File: src/rtl/spi_txq_pkg.sv
package spi_txq_pkg;
  typedef enum logic [1:0] {
    OP_IDLE = 2'b00,
    OP_POP  = 2'b01,
    OP_PUSH = 2'b10,
    OP_BOTH = 2'b11
  } txq_op_e;
endpackage

File: src/rtl/txq_store.sv
module txq_store #(
  parameter int unsigned DEPTH  = 8,
  parameter int unsigned DATA_W = 8,
  localparam int unsigned PTR_W = $clog2(DEPTH)
) (
  input  logic              clk_i,
  input  logic              rst_ni,
  input  logic              push_i,
  input  logic              pop_i,
  input  logic [DATA_W-1:0] din_i,
  output logic [DATA_W-1:0] dout_o
);
  logic [DATA_W-1:0] mem_q [DEPTH];
  logic [PTR_W-1:0]  wr_ptr_q, rd_ptr_q;

  // power-of-two depth: pointers wrap naturally
  always_ff @(posedge clk_i or negedge rst_ni) begin
    if (!rst_ni) begin
      wr_ptr_q <= '0;
      rd_ptr_q <= '0;
    end else begin
      if (push_i) wr_ptr_q <= wr_ptr_q + 1'b1;
      if (pop_i)  rd_ptr_q <= rd_ptr_q + 1'b1;
    end
  end

  // storage carries no reset
  always_ff @(posedge clk_i) begin
    for (int i = 0; i < DEPTH; i++) begin
      if (push_i && wr_ptr_q == PTR_W'(i)) mem_q[i] <= din_i;
    end
  end

  assign dout_o = mem_q[rd_ptr_q];
endmodule

File: src/rtl/txq_level.sv
module txq_level
  import spi_txq_pkg::*;
#(
  parameter int unsigned DEPTH = 8,
  localparam int unsigned PTR_W = $clog2(DEPTH),
  localparam int unsigned CNT_W = PTR_W + 1
) (
  input  logic             clk_i,
  input  logic             rst_ni,
  input  txq_op_e          op_i,
  input  logic [PTR_W-1:0] wm_i,
  output logic             full_o,
  output logic             empty_o,
  output logic             over_wm_o
);
  logic [CNT_W-1:0] cnt_q;

  always_ff @(posedge clk_i or negedge rst_ni) begin
    if (!rst_ni) cnt_q <= '0;
    else begin
      unique case (op_i)
        OP_PUSH: cnt_q <= cnt_q + 1'b1;
        OP_POP:  cnt_q <= cnt_q - 1'b1;
        default: cnt_q <= cnt_q;
      endcase
    end
  end

  assign full_o    = (cnt_q == CNT_W'(DEPTH));
  assign empty_o   = (cnt_q == '0);
  assign over_wm_o = (cnt_q < {1'b0, wm_i});
endmodule

File: src/rtl/txq_wm_reg.sv
module txq_wm_reg #(
  parameter int unsigned DEPTH = 8,
  localparam int unsigned PTR_W = $clog2(DEPTH)
) (
  input  logic             clk_i,
  input  logic             rst_ni,
  input  logic             wr_i,
  input  logic [PTR_W-1:0] data_i,
  output logic [PTR_W-1:0] wm_o
);
  always_ff @(posedge clk_i or negedge rst_ni) begin
    if (!rst_ni)   wm_o <= PTR_W'(1);
    else if (wr_i) wm_o <= data_i;
  end
endmodule

File: src/rtl/spi_txq.sv
module spi_txq
  import spi_txq_pkg::*;
#(
  parameter int unsigned DEPTH    = 8,
  parameter int unsigned DATA_W   = 8,
  parameter int unsigned BUS_W    = 32,
  parameter int unsigned ADDR_W   = 8,
  parameter int unsigned DATA_OFS = 'h1C,
  parameter int unsigned WM_OFS   = 'h28,
  localparam int unsigned PTR_W   = $clog2(DEPTH)
) (
  input  logic              clk_i,
  input  logic              rst_ni,
  input  logic              wr_en_i,
  input  logic [ADDR_W-1:0] wr_addr_i,
  input  logic [BUS_W-1:0]  wr_data_i,
  input  logic              pop_i,
  output logic [DATA_W-1:0] pop_data_o,
  output logic [PTR_W-1:0]  wm_o,
  output logic              over_wm_o,
  output logic              full_o,
  output logic              empty_o
);
  logic    push_req, wm_wr, push, pop;
  txq_op_e op;
  logic    unused_bus_bits;

  assign push_req = wr_en_i && (wr_addr_i == ADDR_W'(DATA_OFS));
  assign wm_wr    = wr_en_i && (wr_addr_i == ADDR_W'(WM_OFS));
  assign push     = push_req && !full_o;
  assign pop      = pop_i && !empty_o;
  assign op       = txq_op_e'({push, pop});
  assign unused_bus_bits = ^wr_data_i[BUS_W-1:DATA_W];

  txq_store #(.DEPTH(DEPTH), .DATA_W(DATA_W)) u_store (
    .clk_i  (clk_i),
    .rst_ni (rst_ni),
    .push_i (push),
    .pop_i  (pop),
    .din_i  (wr_data_i[DATA_W-1:0]),
    .dout_o (pop_data_o)
  );

  txq_wm_reg #(.DEPTH(DEPTH)) u_wm (
    .clk_i  (clk_i),
    .rst_ni (rst_ni),
    .wr_i   (wm_wr),
    .data_i (wr_data_i[PTR_W-1:0]),
    .wm_o   (wm_o)
  );

  txq_level #(.DEPTH(DEPTH)) u_level (
    .clk_i     (clk_i),
    .rst_ni    (rst_ni),
    .op_i      (op),
    .wm_i      (wm_o),
    .full_o    (full_o),
    .empty_o   (empty_o),
    .over_wm_o (over_wm_o)
  );
endmodule

File: config.mk
export PLATFORM = sky130hd
export DESIGN_NAME = spi_txq
export DESIGN_NICKNAME = d
export VERILOG_FILES = /design/src/rtl/spi_txq_pkg.sv /design/src/rtl/txq_store.sv /design/src/rtl/txq_level.sv /design/src/rtl/txq_wm_reg.sv /design/src/rtl/spi_txq.sv
export SDC_FILE = /design/constraint.sdc
export NUM_CORES = 1
export LEC_CHECK = 0
export BUFFER_PORTS_ARGS = -buffer_cell sky130_fd_sc_hd__clkbuf_2
export CAP_MARGIN = 25
export CORE_MARGIN = 2
export CORE_UTILIZATION = 40
export CTS_BUF_LIST = sky130_fd_sc_hd__clkbuf_4
export CTS_CLUSTER_SIZE = 24
export DETAILED_ROUTE_END_ITERATION = 8
export PLACE_DENSITY = 0.69
export SETUP_SLACK_MARGIN = 0.1
export SLEW_MARGIN = 20
export SYNTH_ARGS = -nofsm -noshare
export SYNTH_HDL_FRONTEND = slang
export SYNTH_SLANG_ARGS = --single-unit
File: constraint.sdc
create_clock -name clk_i -period 4.34 [get_ports clk_i]
set_clock_uncertainty 0.15 [all_clocks]
set_input_delay 0.434 -clock clk_i [delete_from_list [all_inputs] [get_ports clk_i]]
set_output_delay 0.434 -clock clk_i [all_outputs]
set_load 0.02 [all_outputs]
==> results of run 1 <==
flip-flops by register name (all words and copies together) (netlist names):
name / cells
u_store.mem_q: 64
u_level.cnt_q: 4
u_store.rd_ptr_q: 3
u_store.wr_ptr_q: 3
u_wm.wm_o: 3
per-stage QoR:
stage,std cells,util,setup slack [ns]
after floorplan,183,-,0.815
after global placement,315,0.443,0.859
after detailed placement,316,0.447,0.835
after CTS,333,0.462,1.10
after global routing,333,0.462,0.844
final,333,0.462,1.06
synth_stat cells (all sizes together):
master,number,area (um2)
edfxtp,64,1920
mux4,16,360
mux2,13,158
dfrtp,12,300
ha,12,150
inv,11,41.3
and3,6,37.5
nand2,6,22.5
buf,4,18.8
clkbuf,4,15.0
xnor2,4,35.0
nand2b,3,18.8
nor3b,3,22.5
a21oi,2,10.0
and2,2,12.5
nand3,2,10.0
nor4,2,12.5
o21ai,2,10.0
or4b,2,20.0
a2111o,1,11.3
a211oi,1,7.51
a21o,1,7.51
dfstp,1,26.3
fa,1,20.0
mux2i,1,10.0
nand3b,1,7.51
nor4b,1,8.76
o211ai,1,7.51
o311ai,1,8.76
o41ai,1,8.76
or4,1,11.3
xor2,1,8.76
what timing repair did:
| item | in CTS | in global routing |
|---|---|---|
| setup buffers | 0 | 0 |
| endpoints found under the setup margin | 0 | 0 |
| hold buffers | 1 | 0 |
| hold endpoints to repair | 12 | 0 |
cell families after synthesis:
group | Yosys count
xor+xnor | 5
simple gates | 29
compound gates | 10
flops | 77
fa+ha+maj | 13
mux | 30
buf+inv | 19
power groups by stage:
stage	registers, W	logic, W	clock network, W
final	0.000956	0.000637	0.000377
after global routing	0.000975	0.000704	0.000415
after CTS	0.000960	0.000647	0.000389
after detailed placement	0.000976	0.000643	0
after global placement	0.000998	0.000577	0
after floorplan	0.000881	0.000542	0
area by class of cell:
| type | count | area [um2] |
|---|---|---|
| Fill cell | 699 | 4370 |
| Timing Repair Buffer | 37 | 218 |
| Clock inverter | 7 | 50.0 |
| Sequential cell | 77 | 2250 |
| Multi-Input combinational cell | 87 | 1000 |
| Inverter | 11 | 41.3 |
| Tap cell | 105 | 131 |
| Clock buffer | 9 | 67.6 |
critical path, cell delays in order, from the launching register on:
cell and delay [ns]:
dfrtp_1 0.48, nor4b_1 0.59, nor4_2 0.12, buf_4 0.20, inv_1 0.06, ha_1 0.31, ha_1 0.34, or4b_2 0.64
o311ai_0 0.14, o211ai_1 0.13
routing by layer:
| metal | global-route usage | wire length, um | share of wire | vias to the layer above |
|---|---|---|---|---|
| li1 | - | - | - | 803 |
| met1 | 0.192 | 2610 | 0.45 | 841 |
| met2 | 0.224 | 2980 | 0.51 | 29 |
| met3 | 0.0221 | 153 | 0.026 | 8 |
| met4 | 0.0761 | 107 | 0.018 | 0 |
| met5 | 0 | 0 | 0 | - |
final timing paths:
| kind | endpoint | from | slack, ns |
|---|---|---|---|
| min in group asynchronous | u_level.cnt_q[1] | rst_ni | 0.28 |
| max reg2reg | u_level.cnt_q[3] | u_level.cnt_q[1] | 1.06 |
| max | u_level.cnt_q[3] | u_level.cnt_q[1] | 1.06 |
| max in group asynchronous | u_wm.wm_o[0] | rst_ni | 3.46 |
| min | u_store.mem_q[5][3] | wr_data_i[3] | 0.14 |
| min reg2reg | u_wm.wm_o[1] | u_wm.wm_o[1] | 0.41 |
==> impl_metrics.env, run 1 <==
export IMPL_synth_top_family_by_area="multiplexers"
export IMPL_p_seq_frac=0.485
export IMPL_via_per_inst=5.05
export IMPL_insertion_delay_ns=0.41
export IMPL_syn_inst=183
export IMPL_globalplace_congestion=0.696
export IMPL_finalPower_w=0.00197
export IMPL_cp_end_kind="flop"
export IMPL_die_h_um=95.1
export IMPL_ff2ff_path_depth=9
export IMPL_synth_simple_gate_area_frac=0.0554
export IMPL_core_area_um2=8130
export IMPL_grt_pass1_vias=1741
export IMPL_worst_slew_pin_slew_ns=0.823
export IMPL_htreeDepth=3
export IMPL_fin_hold_ws_ns=0.145
export IMPL_p_sw_frac=0.337
export IMPL_postSynthAreaPerCell_um2=18.1
export IMPL_ir_worst_vdd_mv=0.137
export IMPL_clkSinkCount=77
export IMPL_clock_fmax_mhz=305
export IMPL_clock_tree_root_cell="clkbuf_4"
export IMPL_wl_per_cell_um=17.6
export IMPL_synth_fp_nets=240
export IMPL_maxSlewHeadroom=0.451
export IMPL_period_needed_ns=3.28
export IMPL_synth_compound_area_share=0.0215
export IMPL_outcome="complete, no violations"
export IMPL_p_leak_nw=1.38
export IMPL_yosys_warnings=0
export IMPL_grt_max_degree=19
export IMPL_mostFrequentLayoutCell="edfxtp_1"
export IMPL_arrival_ns=3.43
export IMPL_clockBufferDepth=2
export IMPL_cts_resized=0
export IMPL_holdPathStages=1
export IMPL_tns_ns=0
export IMPL_cp_required_ns=4.49
export IMPL_yosysSeqAreaShare=0.677
export IMPL_start_util=0.408
export IMPL_cp_start_kind="flop"
export IMPL_cp_max_fo=12
export IMPL_final_cell_mix="edfxtp_1 (64), clkbuf_2 (33), mux4_2 (16)"
export IMPL_synth_fa_ha_area_frac=0.0512
export IMPL_synth_area_um2=3320
export IMPL_drtAntennaViolNets=0
export IMPL_grt_first_pass_wirelength_mm=9.25
export IMPL_final_cell_area_um2=3760
export IMPL_grt_usage=0.143
export IMPL_antenna_cells=0
export IMPL_setup_viol_count_final=0
export IMPL_ys_types=35
export IMPL_vias=1681
export IMPL_drt_iter0_drc=88
export IMPL_hpwl_mm=3.77
export IMPL_synth_mux_area_frac=0.159
export IMPL_ios=58
export IMPL_drv_slew=0
export IMPL_ys_ff_latch=77
export IMPL_numPortBuffers=33
export IMPL_wl_mm=5.85
export IMPL_rsz0062_at_grt="no"
export IMPL_p_clk_frac=0.191
export IMPL_clk_pin_slew_ns=0.14
export IMPL_synth_xor_area_frac=0.0132
export IMPL_hp_class="input port to flop"
export IMPL_die_area_um2=9050
export IMPL_cts_tree="built"
export IMPL_syn2layout_area_growth_pct=13.2
export IMPL_combPwrFrac=0.323
export IMPL_drt_pre_antenna_iters=4
export IMPL_num_rows=33
export IMPL_dieWidth_um=95.1
export IMPL_internal_power_w=0.00131
export IMPL_power_density_nw_per_um2=524
export IMPL_cap_viol_max_count=0
export IMPL_criticalPathCategory="flop to flop"
export IMPL_power_switching_w=0.000663
export IMPL_cts_inserted_buffers=9
export IMPL_fin_crit_sh=0.756
export IMPL_finalHoldViolCount=0
export IMPL_drive_above_1_share=0.364
export IMPL_placed_cell_area_um2=3630
export IMPL_antenna_found_initial=0
export IMPL_nNetsFinal=280
export IMPL_gr_total_overflow=0
export IMPL_drc=0
Note: power is estimated with default switching activity, not from simulation.
==> run 2, diff against run 1 <==
Settings changed: PLACE_DENSITY 0.69 to 0.72.
Clock period 4.34 ns to 2.9 ns, I/O delays scaled along.
==> run 2 against run 1 <==
Against the previous run: combinational power increased by 73%; critical endpoint unchanged; worst setup slack worse by 0.79 ns; hold slack worse by 0.11 ns; flip-flop and latch count is the same; die area did not move; register-to-register slack worse by 0.79 ns; fmax rose by 25%.
==> impl_metrics.env, run 2 (synthesized netlist as in run 1, its figures left out) <==
export IMPL_worst_slew_pin_slew_ns=0.516
export IMPL_largest_register_ffs=64
export IMPL_fin_hold_ws_ns=0.0301
export IMPL_criticalPathCategory="flop to flop"
export IMPL_grt_max_degree=19
export IMPL_clock_tree_root_cell="clkbuf_4"
export IMPL_cts_tree="built"
export IMPL_cp_max_fo=7
export IMPL_layout_cells_non_filler=343
export IMPL_drt_pre_antenna_iters=4
export IMPL_cts_setup_buffers=0
export IMPL_tns_ns=0
export IMPL_reg_largest_list="u_store.mem_q (64), u_level.cnt_q (4)"
export IMPL_drv_slew=0
export IMPL_cp_start_kind="flop"
export IMPL_antenna_found_initial=0
export IMPL_drc=0
export IMPL_dieWidth_um=95.1
export IMPL_outcome="complete, no violations"
export IMPL_num_rows=33
export IMPL_cp_required_ns=3.05
export IMPL_core_area_um2=8130
export IMPL_clockBufferDepth=2
export IMPL_die_area_um2=9050
export IMPL_insertion_delay_ns=0.41
export IMPL_cts_resized=0
export IMPL_clk_pin_slew_ns=0.12
export IMPL_numPortBuffers=33
export IMPL_drtAntennaViolNets=0
export IMPL_nNetsFinal=290
export IMPL_die_h_um=95.1
export IMPL_clkSinkCount=77
export IMPL_drive_above_1_share=0.399
export IMPL_hp_class="input port to flop"
export IMPL_clock_fmax_mhz=380
export IMPL_period_needed_ns=2.63
export IMPL_drt_iter0_drc=76
export IMPL_final_cell_mix="edfxtp_1 (64), clkbuf_2 (33), mux4_2 (16)"
export IMPL_cts_hold_fix_buffers=6
export IMPL_antenna_cells=0
export IMPL_largest_register="u_store.mem_q"
export IMPL_via_per_inst=5.06
export IMPL_grt_first_pass_wirelength_mm=8.92
export IMPL_grt_pass1_vias=1694
export IMPL_wl_per_cell_um=16.2
export IMPL_globalplace_congestion=0.749
export IMPL_crit_path_max_incr_delay_ns=0.63
export IMPL_cp_end_kind="flop"
export IMPL_p_leak_nw=1.43
export IMPL_fin_crit_sh=0.906
export IMPL_mostFrequentLayoutCell="edfxtp_1"
export IMPL_wl_mm=5.56
export IMPL_start_util=0.408
export IMPL_ir_worst_vdd_mv=0.435
export IMPL_grt_usage=0.139
export IMPL_slowest_stage="or4b_2"
export IMPL_setup_viol_count_final=0
export IMPL_cts_inserted_buffers=9
export IMPL_power_density_nw_per_um2=787
export IMPL_syn2layout_area_growth_pct=17.2
export IMPL_rsz0062_at_grt="no"
export IMPL_arrival_ns=2.78
export IMPL_htreeDepth=3
export IMPL_finalHoldViolCount=0
export IMPL_path_cells="nor4b_4 > nor4_2 > inv_2 > ha_4 > ha_4 > or4b_2 > o311ai_1 > o211ai_1"
export IMPL_ios=58
export IMPL_maxSlewHeadroom=0.656
export IMPL_vias=1734
export IMPL_dp_cells=321
export IMPL_hpwl_mm=3.58
export IMPL_gr_total_overflow=0
export IMPL_path_common_cell="ha_4"
export IMPL_cap_viol_max_count=0
==> run 2: report_power, final <==
group          total (W)  leakage [nW]  switching [W]  internal (W)
Sequential       0.00132         0.729      0.0000717       0.00125
Combinational    0.00110         0.631       0.000542      0.000562
Clock           0.000633        0.0724       0.000362      0.000271
Total            0.00306          1.43       0.000976       0.00209
==> run 2: layout make-up <==
| cell class | instances | area (um2) |
|---|---|---|
| clock inverters | 6 | 63.8 |
| clock buffers | 10 | 75.1 |
| flip-flops and latches | 77 | 2250 |
| well taps | 105 | 131 |
| repair buffers | 47 | 285 |
| fillers | 685 | 4240 |
| multi-input cells | 87 | 1050 |
| inverters | 11 | 41.3 |
==> run 2: path summary, 6_finish.rpt <==
check	end	depth (start not counted)	start	slack (ns)
setup / recovery	u_level.cnt_q[3]	8	u_level.cnt_q[3]	0.27
hold / removal	u_store.mem_q[0][2]	1	wr_data_i[2]	0.03
setup reg to reg	u_level.cnt_q[3]	8	u_level.cnt_q[3]	0.27
hold reg to reg	u_wm.wm_o[2]	1	u_wm.wm_o[2]	0.42
max in group asynchronous	u_wm.wm_o[0]	2	rst_ni	2.15
min in group asynchronous	u_level.cnt_q[3]	2	rst_ni	0.14
==> run 2: critical path, delay by kind of cell, from the launching register on <==
family          cells  cell delay, ns
buf+inv             1            0.08
flops               1            0.48
simple gates        3            1.18
fa+ha+maj           2            0.41
compound gates      2            0.22
==> run 2: layer usage <==
| metal | global-route usage | share of wire | up-vias |
|---|---|---|---|
| li1 | - | - | 817 |
| met1 | 0.180 | 0.45 | 863 |
| met2 | 0.225 | 0.49 | 45 |
| met3 | 0.0348 | 0.048 | 9 |
| met4 | 0.0580 | 0.014 | 0 |
| met5 | 0 | 0 | - |
==> run 2: stage by stage <==
step	worst slack [ns]	util	instance area (um2)	total power, W
floorplan	0.121	-	3380	0.00219
global placement	0.118	0.454	3690	0.00245
detailed placement	0.110	0.454	3690	0.00247
CTS	0.256	0.479	3890	0.00311
global route	0.150	0.479	3890	0.00327
finish	0.272	0.479	3890	0.00306
